**config.mk**
```make
export PLATFORM = sky130hd
export DESIGN_NAME = opnd_splitter
export DESIGN_NICKNAME = d
export VERILOG_FILES = /design/src/rtl/opnd_split_pkg.sv /design/src/rtl/split_piece_sel.sv /design/src/rtl/split_wr_place.sv /design/src/rtl/split_rd_merge.sv /design/src/rtl/opnd_splitter.sv
export SDC_FILE = /design/constraint.sdc
export NUM_CORES = 1
export LEC_CHECK = 0
export BUFFER_PORTS_ARGS = -buffer_cell sky130_fd_sc_hd__buf_2
export CORE_ASPECT_RATIO = 0.5
export CORE_MARGIN = 2
export CORE_UTILIZATION = 35
export DETAILED_ROUTE_END_ITERATION = 12
export SLEW_MARGIN = 25
export SYNTH_ARGS = -nofsm -noshare
export SYNTH_HDL_FRONTEND = slang
export SYNTH_SLANG_ARGS = --single-unit
```
**constraint.sdc**
```tcl
create_clock -name clk -period 4.2 [get_ports clk]
set_input_delay 0.63 -clock clk [delete_from_list [all_inputs] [get_ports clk]]
set_output_delay 0.63 -clock clk [all_outputs]
set_load 0.005 [all_outputs]
```
**src/rtl/opnd_split_pkg.sv**
```systemverilog
`timescale 1ns/1ps
package opnd_split_pkg;

    typedef enum logic [1:0] {
        SZ_LONG = 2'b00,
        SZ_BYTE = 2'b01,
        SZ_WORD = 2'b10,
        SZ_RSVD = 2'b11
    } bsize_e;

    typedef enum logic {
        ST_IDLE = 1'b0,
        ST_RUN  = 1'b1
    } st_e;

    // operand byte count from a size code (reserved code acts as longword)
    function automatic logic [2:0] size_bytes(input logic [1:0] code);
        case (code)
            SZ_BYTE: size_bytes = 3'd1;
            SZ_WORD: size_bytes = 3'd2;
            default: size_bytes = 3'd4;
        endcase
    endfunction

endpackage

```
**src/rtl/split_piece_sel.sv**
```systemverilog
`timescale 1ns/1ps
module split_piece_sel
    import opnd_split_pkg::*;
(
    input  logic [1:0] off,
    input  logic [2:0] rem,
    output logic [1:0] pc_size,
    output logic [2:0] pc_nb
);
    // largest naturally aligned piece that fits the remainder and the longword
    always_comb begin
        if (off == 2'd0 && rem >= 3'd4) begin
            pc_size = SZ_LONG;
            pc_nb   = 3'd4;
        end else if (!off[0] && rem >= 3'd2) begin
            pc_size = SZ_WORD;
            pc_nb   = 3'd2;
        end else begin
            pc_size = SZ_BYTE;
            pc_nb   = 3'd1;
        end
    end
endmodule

```
**src/rtl/split_wr_place.sv**
```systemverilog
`timescale 1ns/1ps
module split_wr_place #(
    parameter int DW = 32
) (
    input  logic [DW-1:0] opnd_l,   // operand left-justified, byte 0 in top lane
    input  logic [2:0]    used,     // operand bytes already sent
    input  logic [1:0]    off,      // lane of the current piece
    output logic [DW-1:0] lanes
);
    logic [DW-1:0] rest;

    always_comb begin
        rest  = opnd_l << (8 * used);
        lanes = rest >> (8 * off);
    end
endmodule

```
**src/rtl/split_rd_merge.sv**
```systemverilog
`timescale 1ns/1ps
module split_rd_merge #(
    parameter int DW = 32
) (
    input  logic [DW-1:0] acc,
    input  logic [DW-1:0] rdata,
    input  logic [1:0]    off,
    input  logic [2:0]    used,
    input  logic [2:0]    nbytes,
    output logic [DW-1:0] merged
);
    localparam int LANES = DW / 8;

    for (genvar k = 0; k < LANES; k++) begin : g_lane
        logic       in_rng;
        logic [2:0] src;
        always_comb begin
            in_rng = (3'(k) >= used) && (3'(k) < (used + nbytes));
            src    = 3'(k) - used + {1'b0, off};
            if (in_rng)
                merged[DW-1-8*k -: 8] = rdata[DW-1-8*int'(src[1:0]) -: 8];
            else
                merged[DW-1-8*k -: 8] = acc[DW-1-8*k -: 8];
        end
    end
endmodule

```
**src/rtl/opnd_splitter.sv**
```systemverilog
`timescale 1ns/1ps
module opnd_splitter
    import opnd_split_pkg::*;
#(
    parameter int AW = 32,
    parameter int DW = 32
) (
    input  logic          clk,
    input  logic          rst_n,
    input  logic          req_valid,
    input  logic [AW-1:0] req_addr,
    input  logic [1:0]    req_size,
    input  logic          req_write,
    input  logic          req_fetch,
    input  logic          req_cinh,
    input  logic [DW-1:0] req_wdata,
    output logic          req_busy,
    output logic          addr_err,
    output logic          bypass,
    output logic          op_done,
    output logic [DW-1:0] op_rdata,
    output logic          bus_valid,
    output logic [AW-1:0] bus_addr,
    output logic [1:0]    bus_size,
    output logic          bus_write,
    output logic [DW-1:0] bus_wdata,
    input  logic          bus_ack,
    input  logic [DW-1:0] bus_rdata
);
    localparam int LANES = DW / 8;

    typedef struct packed {
        st_e           st;
        logic [AW-1:0] addr;
        logic [2:0]    total;
        logic [2:0]    used;
        logic          wr;
        logic [DW-1:0] opnd;
        logic [DW-1:0] acc;
        logic          done;
        logic          err;
        logic          byp;
        logic [DW-1:0] rdata;
    } state_t;

    state_t q, d;

    logic [2:0]    rem;
    logic [1:0]    pc_size;
    logic [2:0]    pc_nb;
    logic [DW-1:0] merged;
    logic [DW-1:0] placed;
    logic [2:0]    in_nb;
    logic          in_misal;
    logic [2:0]    used_nx;

    assign rem = q.total - q.used;

    split_piece_sel u_sel (
        .off     (q.addr[1:0]),
        .rem     (rem),
        .pc_size (pc_size),
        .pc_nb   (pc_nb)
    );

    split_wr_place #(.DW(DW)) u_place (
        .opnd_l (q.opnd),
        .used   (q.used),
        .off    (q.addr[1:0]),
        .lanes  (placed)
    );

    split_rd_merge #(.DW(DW)) u_merge (
        .acc    (q.acc),
        .rdata  (bus_rdata),
        .off    (q.addr[1:0]),
        .used   (q.used),
        .nbytes (pc_nb),
        .merged (merged)
    );

    always_comb begin
        in_nb    = size_bytes(req_size);
        in_misal = ((in_nb != 3'd1) && req_addr[0]) ||
                   ((in_nb == 3'd4) && req_addr[1]);
        used_nx  = q.used + pc_nb;

        d      = q;
        d.done = 1'b0;
        d.err  = 1'b0;
        d.byp  = 1'b0;

        case (q.st)
            ST_IDLE: begin
                if (req_valid) begin
                    if (req_fetch && req_addr[0]) begin
                        d.err = 1'b1;
                    end else if (in_misal && !req_cinh) begin
                        d.byp = 1'b1;
                    end else begin
                        d.st    = ST_RUN;
                        d.addr  = req_addr;
                        d.total = in_nb;
                        d.used  = 3'd0;
                        d.wr    = req_write;
                        d.opnd  = req_wdata << (8 * (LANES - int'(in_nb)));
                        d.acc   = '0;
                    end
                end
            end
            ST_RUN: begin
                if (bus_ack) begin
                    d.acc  = merged;
                    d.used = used_nx;
                    d.addr = q.addr + AW'(pc_nb);
                    if (used_nx == q.total) begin
                        d.st   = ST_IDLE;
                        d.done = 1'b1;
                        if (!q.wr)
                            d.rdata = merged >> (8 * (LANES - int'(q.total)));
                    end
                end
            end
            default: d.st = ST_IDLE;
        endcase
    end

    always_ff @(posedge clk or negedge rst_n) begin
        if (!rst_n) q <= '0;
        else        q <= d;
    end

    assign req_busy  = (q.st == ST_RUN);
    assign bus_valid = (q.st == ST_RUN);
    assign bus_addr  = q.addr;
    assign bus_size  = pc_size;
    assign bus_write = q.wr;
    assign bus_wdata = placed;
    assign op_done   = q.done;
    assign addr_err  = q.err;
    assign bypass    = q.byp;
    assign op_rdata  = q.rdata;

endmodule

```
After elaboration in Yosys (flattened, before gate mapping). Index checks and enable logic that the tools add are counted.

Div/mod/pow operators: 0. Add/sub/neg operators: 17. Equal/unequal tests: 9. Shift-type cells: 8. $mul: 0. Multiplexer cells: 26. Reductions and logical operators: 17. Magnitude comparators: 10. Bitwise logic cells: 4.

Operators by type and width (count): 2-to-1 mux 104 bit (3); variable part select 39 x 32 -> 8 bit (4); 2-to-1 mux 33 bit (2); one-hot mux 33 bit (2 select lines) (1); one-hot mux 32 bit (2 select lines) (1); adder 32 x 3 -> 32 bit (1); 2-to-1 mux 8 bit (4); left shift 32 x 32 -> 32 bit (1); left shift 32 x 6 -> 32 bit (1); >> shifter 32 x 32 -> 32 bit (1); >> shifter 32 x 5 -> 32 bit (1); subtractor 5 x 5 -> 6 bit, first input constant (4); one-hot mux 3 bit (2 select lines) (2); AND reduction 4 bit (3); logical AND 1 bit (10); 2-to-1 mux 2 bit (5); adder 2 bit (4); inequality test 2 bit, second input constant (4); subtractor 3 x 3 -> 4 bit, first input constant (2); >= comparator 1 x 3 -> 1 bit, first input constant (2); >= comparator 2 x 3 -> 1 bit, first input constant (2); less-than comparator 1 x 3 -> 1 bit, first input constant (2); less-than comparator 2 x 3 -> 1 bit, first input constant (2); 2-to-1 mux 1 bit (6); other kinds (16) (23).

Memory bits (writable): 0. Memories: 0. Output and inout port bits: 104. Input port bits: 105. Word-level logic and storage cells: 102. Register bits after elaboration: 139. Latch bits: 0. Memory bits (read-only): 0.

Logic depth before layout (Yosys ltp).
Word-level depth: 11. Mapped depth: 17. Depth with buffers taken out: 15.

By module. From an unflattened synthesis, not the netlist that was laid out.

Cell total of the unflattened synthesis: 1134. Area total of the unflattened synthesis: 10378.7 um^2.

By module, submodules not included: opnd_splitter (instances 1, area each 7691.1 um^2, sequential area each 3478.3 um^2, cells an instance 824); split_wr_place (instances 1, area each 1360.1 um^2, sequential area each 0.0 um^2, cells an instance 183); split_rd_merge (instances 1, area each 1283.7 um^2, sequential area each 0.0 um^2, cells an instance 121); split_piece_sel (instances 1, area each 43.8 um^2, sequential area each 0.0 um^2, cells an instance 6).

Worst setup path after synthesis. No wires, ideal clock.

Kind: register to register. From: register q[100] in the netlist's numbering. To: register q, in the netlist op_rdata[10]. Data required time: 4.078 ns. Arrival: 4.061 ns. Setup time: 0.122 ns. Slack: 0.018 ns. Cell stages (with the launch flop): 15. Path buffers: 1. Period minus slack after synthesis: 4.182 ns. Cell sequence: dfrtp_1 > ha_1 > fa_1 > xnor2_1 > a21oi_1 > inv_1 > ha_1 > inv_1 > fa_1 > buf_2 > o221a_1 > a2111oi_4 > mux2_2 > a221o_1 > a32o_1.

Word-level cells in the longest chain between the ends: 10. Elaborated cells on any way between the ends: 43. Classes of those cells: 14 x add/sub; 10 x order compare; 1 x eq/ne; 5 x shift; 6 x mux; 7 x reduce/logical.

RTL lines: from (decl) (RTL line opnd_splitter.sv:46) `state_t q, d;`; from (signal assigned) (RTL line opnd_splitter.sv:129) `if (!rst_n) q <= '0;`; from (signal assigned) (RTL line opnd_splitter.sv:130) `else q <= d;`; subtractor 3 bit (RTL line opnd_splitter.sv:57) `assign rem = q.total - q.used;`; >= comparator 3 x 2 -> 1 bit (RTL line split_piece_sel.sv:15) `end else if (!off[0] && rem >= 3'd2) begin`; logical AND 1 bit (RTL line split_piece_sel.sv:15); 2-to-1 mux 2 bit (RTL line split_piece_sel.sv:15); 2-to-1 mux 3 bit (RTL line split_piece_sel.sv:12) `if (off == 2'd0 && rem >= 3'd4) begin`; adder 3 bit (RTL line split_rd_merge.sv:18, opnd_splitter.sv:86); less-than comparator 2 x 3 -> 1 bit or less-than comparator 1 x 3 -> 1 bit (tied branches) (RTL line split_rd_merge.sv:18) `in_rng = (3'(k) >= used) && (3'(k) < (used + nbytes));`; logical AND 1 bit (RTL line split_rd_merge.sv:18); 2-to-1 mux 8 bit (RTL line split_rd_merge.sv:20) `if (in_rng)`; >> shifter 32 x 32 -> 32 bit (RTL line opnd_splitter.sv:120) `d.rdata = merged >> (8 * (LANES - int'(q.total)));`.

Several ways; a longest one is shown, not always the timed one. A chain may end at the register's enable or synchronous reset.

Worst setup path after layout.
From: register q[103] in the netlist's numbering. To: register q, in the netlist op_rdata[8].

Same word-level chain as after synthesis.

==> flow_summary_export.csv <==
group,metric,value,unit
run_status,status,"finished clean",
final_layout,nets,1346,
logic_synthesis,synth_edf_count,0,
place,gp_congestion,0.889,
die,core_area,27800,um2
final_layout,layout-drive-gt1-share,30.4,%
die,die_w,242,um
place,dp.cells,1588,
die,num_rows,43,
timing,drv_slew,0,
worst_setup_path,startpoint,"q[103]",
logic_synthesis,ys_warn_count,0,
logic_synthesis,ys_seq_area_share,35.1,%
timing,period_share,96.7,%
global_routing,antenna_found_initial,3,
clock_network,clk_pin_slew,0.07,ns
power_and_ir_drop,p_total,11.8,mW
route,drt_iter0_drc,753,
job,max-cap-violations,0,
logic_synthesis,syn_nets,1212,
clock_network,cts.sinks,139,
logic_synthesis,netlist_area,9920,um2
final_layout,final_cells,1627,
route,post_drt_wl_per_cell,20.3,um
logic_synthesis,ys_ff_latch,139,
power_and_ir_drop,pwr_density_cell,1010,nW/um2
global_routing,grt.total_usage,22.0,%
route,drt-total-wl,33.1,mm
worst_setup_path,rr_endpoint,"op_rdata[8]",
power_and_ir_drop,p_leak,5.43,nW
clock_network,cts_root_buffer,"clkbuf_16",
timing,tightest_slew,1.03,ns
worst_setup_path,cp.required,4.54,ns
die,pin_count,209,
global_routing,grtUsageMet2,36.6,%
place,port_buffers,208,
die,die_height,123,um
hold_path,min_path_type,"in2async",
clock_network,cts_tree,"done",
worst_setup_path,ff2ff_path_depth,16,
final_layout,nFillCells,2752,
final_layout,seqCellArea,3480,um2
logic_synthesis,avgSynthCellArea,9.06,um2
logic_synthesis,synthCells,1095,
global_routing,grt_pass1_wl,51.1,mm
die,die-area,29800,um2
worst_setup_path,arrival,4.40,ns
clock_network,clk_latency,0.45,ns
route,firstDrtPassIters,5,
worst_setup_path,worstPathMaxFanout,17,
timing,setup_viol,0,
place,hpwl,23.8,mm
final_layout,multi_input_comb_area,5630,um2
global_routing,grt_max_degree,95,
worst_setup_path,worst-r2r-setup-slack,0.14,ns
timing,rsz0062_at_grt,"true",
logic_synthesis,ys_types,70,
global_routing,grt_overflow_total,0,
clock_network,htreeDepth,4,
clock_network,cts_buffer_depth,2,
logic_synthesis,synthFlopType,"dfrtp_1",
power_and_ir_drop,vdd_ir_drop_max,677,uV
die,initial_core_util,35.7,%
route,viasPerCell,5.72,
global_routing,grtUsageMet1,28.4,%
global_routing,grt-busiest-layer,"met2",
worst_setup_path,criticalPathCategory,"reg2reg",
timing,skew,0.00856,ns
logic_synthesis,async_reset_ff_share,100,%
timing,fmax,246,MHz
route,drc,0,
worst_setup_path,r2r_start,"q[103]",
worst_setup_path,worstSetupStartpointType,"flop",
timing,relSlewSlack,30.8,%
final_layout,syn_to_final_growth,18.2,%
global_routing,met3_usage,3.69,%
route,vias,9307,
timing,period_minus_slack,4.06,ns
worst_setup_path,crit_path_end_kind,"flop",
timing,hold_viol,0,
global_routing,grt_pass1_vias,9113,
clock_network,postCtsHoldBufs,0,
timing,holdWs,0.286,ns
clock_network,cts-buffers-inserted,17,
route,drt.antenna.violating_nets,0,
==> worst max-delay path by stage <==
stage	end	slack [ns]
4_1_cts	op_rdata[26]	0.02
3_3_place_gp	op_rdata[21]	0.08
6_report	op_rdata[8]	0.14
2_1_floorplan	op_rdata[10]	0.02
3_5_place_dp	op_rdata[21]	-0.1
5_1_grt	op_rdata[8]	-0.003
==> worst max-delay path: stages (launching register included) <==
cell and delay, ns:
dfrtp_1 0.36, inv_1 0.06, ha_1 0.19, fa_2 0.36
xnor2_1 0.15, a21oi_1 0.21, inv_1 0.10, ha_1 0.19
inv_1 0.08, fa_2 0.52, inv_1 0.16, a2111oi_4 0.09
a2111oi_4 0.36, buf_12 0.20, mux2_2 0.36, a221o_1 0.32
a32o_1 0.24
==> metrics by stage <==
step | worst slack, ns | utilization [%] | setup TNS [ns] | cell area (um2)
global placement | 0.0837 | 39.7 | 0 | 11000
detailed placement | -0.0961 | 39.7 | -0.528 | 11000
global route | -0.00265 | 42.2 | -0.00265 | 11700
CTS | 0.0217 | 41.8 | 0 | 11600
finish | 0.140 | 42.2 | 0 | 11700
floorplan | 0.0177 | - | 0 | 9920
==> report_power, final <==
| group | internal [mW] | leakage [nW] | switching [mW] |
|---|---|---|---|
| logic | 3.43 | 3.31 | 4.48 |
| registers | 1.87 | 1.83 | 0.490 |
| clock network | 0.840 | 0.283 | 0.708 |
==> flip-flops by register name (all words and copies together) (netlist names) <==
name	cells
addr_err	1
bypass	1
q	70
bus_addr	32
op_rdata	32
op_done	1
bus_valid	1
bus_write	1
==> synth_stat cells, types with 8 or more instances <==
cell	instances	area, um2
a211o_1	9	78.8
a211oi_1	9	67.6
a21o_1	8	60.1
a21oi_1	42	210
a221o_1	16	160
a221oi_1	8	70.1
a31o_2	11	96.3
a31oi_1	10	62.6
a32o_1	24	240
and3_1	8	50.1
buf_2	11	55.1
buf_4	69	518
clkbuf_1	58	218
dfrtp_1	139	3480
ha_1	10	125
inv_1	16	60.1
mux2_2	30	338
mux2i_1	82	821
mux4_2	18	405
nand2_1	173	649
nand2b_1	14	87.6
nand3_1	45	225
nor2_1	54	203
nor2b_1	13	81.3
nor3_1	14	70.1
nor4_1	11	68.8
o21ai_0	60	300
o221ai_1	9	78.8
o311ai_0	11	96.3
o31ai_1	8	60.1
==> layout by cell type (no fill, tap or decap), drive strengths merged, types with 9 or more instances in the layout <==
cell / Yosys / routed
a211o: 9 / 9
mux2: 30 / 30
o311ai: 12 / 12
a31oi: 10 / 10
nand2: 173 / 173
ha: 10 / 10
mux4: 18 / 18
a21oi: 42 / 42
nor3: 17 / 17
buf: 88 / 261
nor2: 54 / 54
inv: 16 / 25
clkbuf: 58 / 17
a31o: 11 / 11
a211oi: 9 / 9
a221o: 16 / 16
o21ai: 64 / 64
a32o: 24 / 24
dfrtp: 139 / 139
nor2b: 13 / 13
nand2b: 14 / 14
nor4: 11 / 11
mux2i: 82 / 82
nand3: 45 / 45
o221ai: 9 / 9
==> kinds of logic after synthesis <==
logic type | count (synthesis) | synth area share [%]
DFF | 139 | 35.1
adders and majority gates | 12 | 1.67
AOI/OAI and AO/OA | 278 | 20.5
and+or+nand+nor | 360 | 16.6
xor gates and xnor gates | 12 | 1.36
buffers and inverters | 164 | 9.03
muxes | 130 | 15.8
==> repair_timing <==
action | 4_1_cts | 5_1_grt
gates resized for setup | 5 | 13
buffers inserted | 0 | 4
pin swaps | 1 | 5
setup endpoints to repair | 30 | 27
==> metal layers <==
metal | up-vias | wire length [um]
li1 | 4282 | -
met1 | 4644 | 14700
met2 | 316 | 15800
met3 | 65 | 1540
met4 | 0 | 1090
met5 | - | 0
==> layout make-up <==
type	count	area share, %
inverters	18	0.576
multi-input cells	792	48.0
flip-flops and latches	139	29.7
clock inverters	15	1.33
diodes	3	0.0640
well taps	382	4.08
repair buffers	261	12.6
clock buffers	17	3.63
Power figures use the tool's default switching activity.
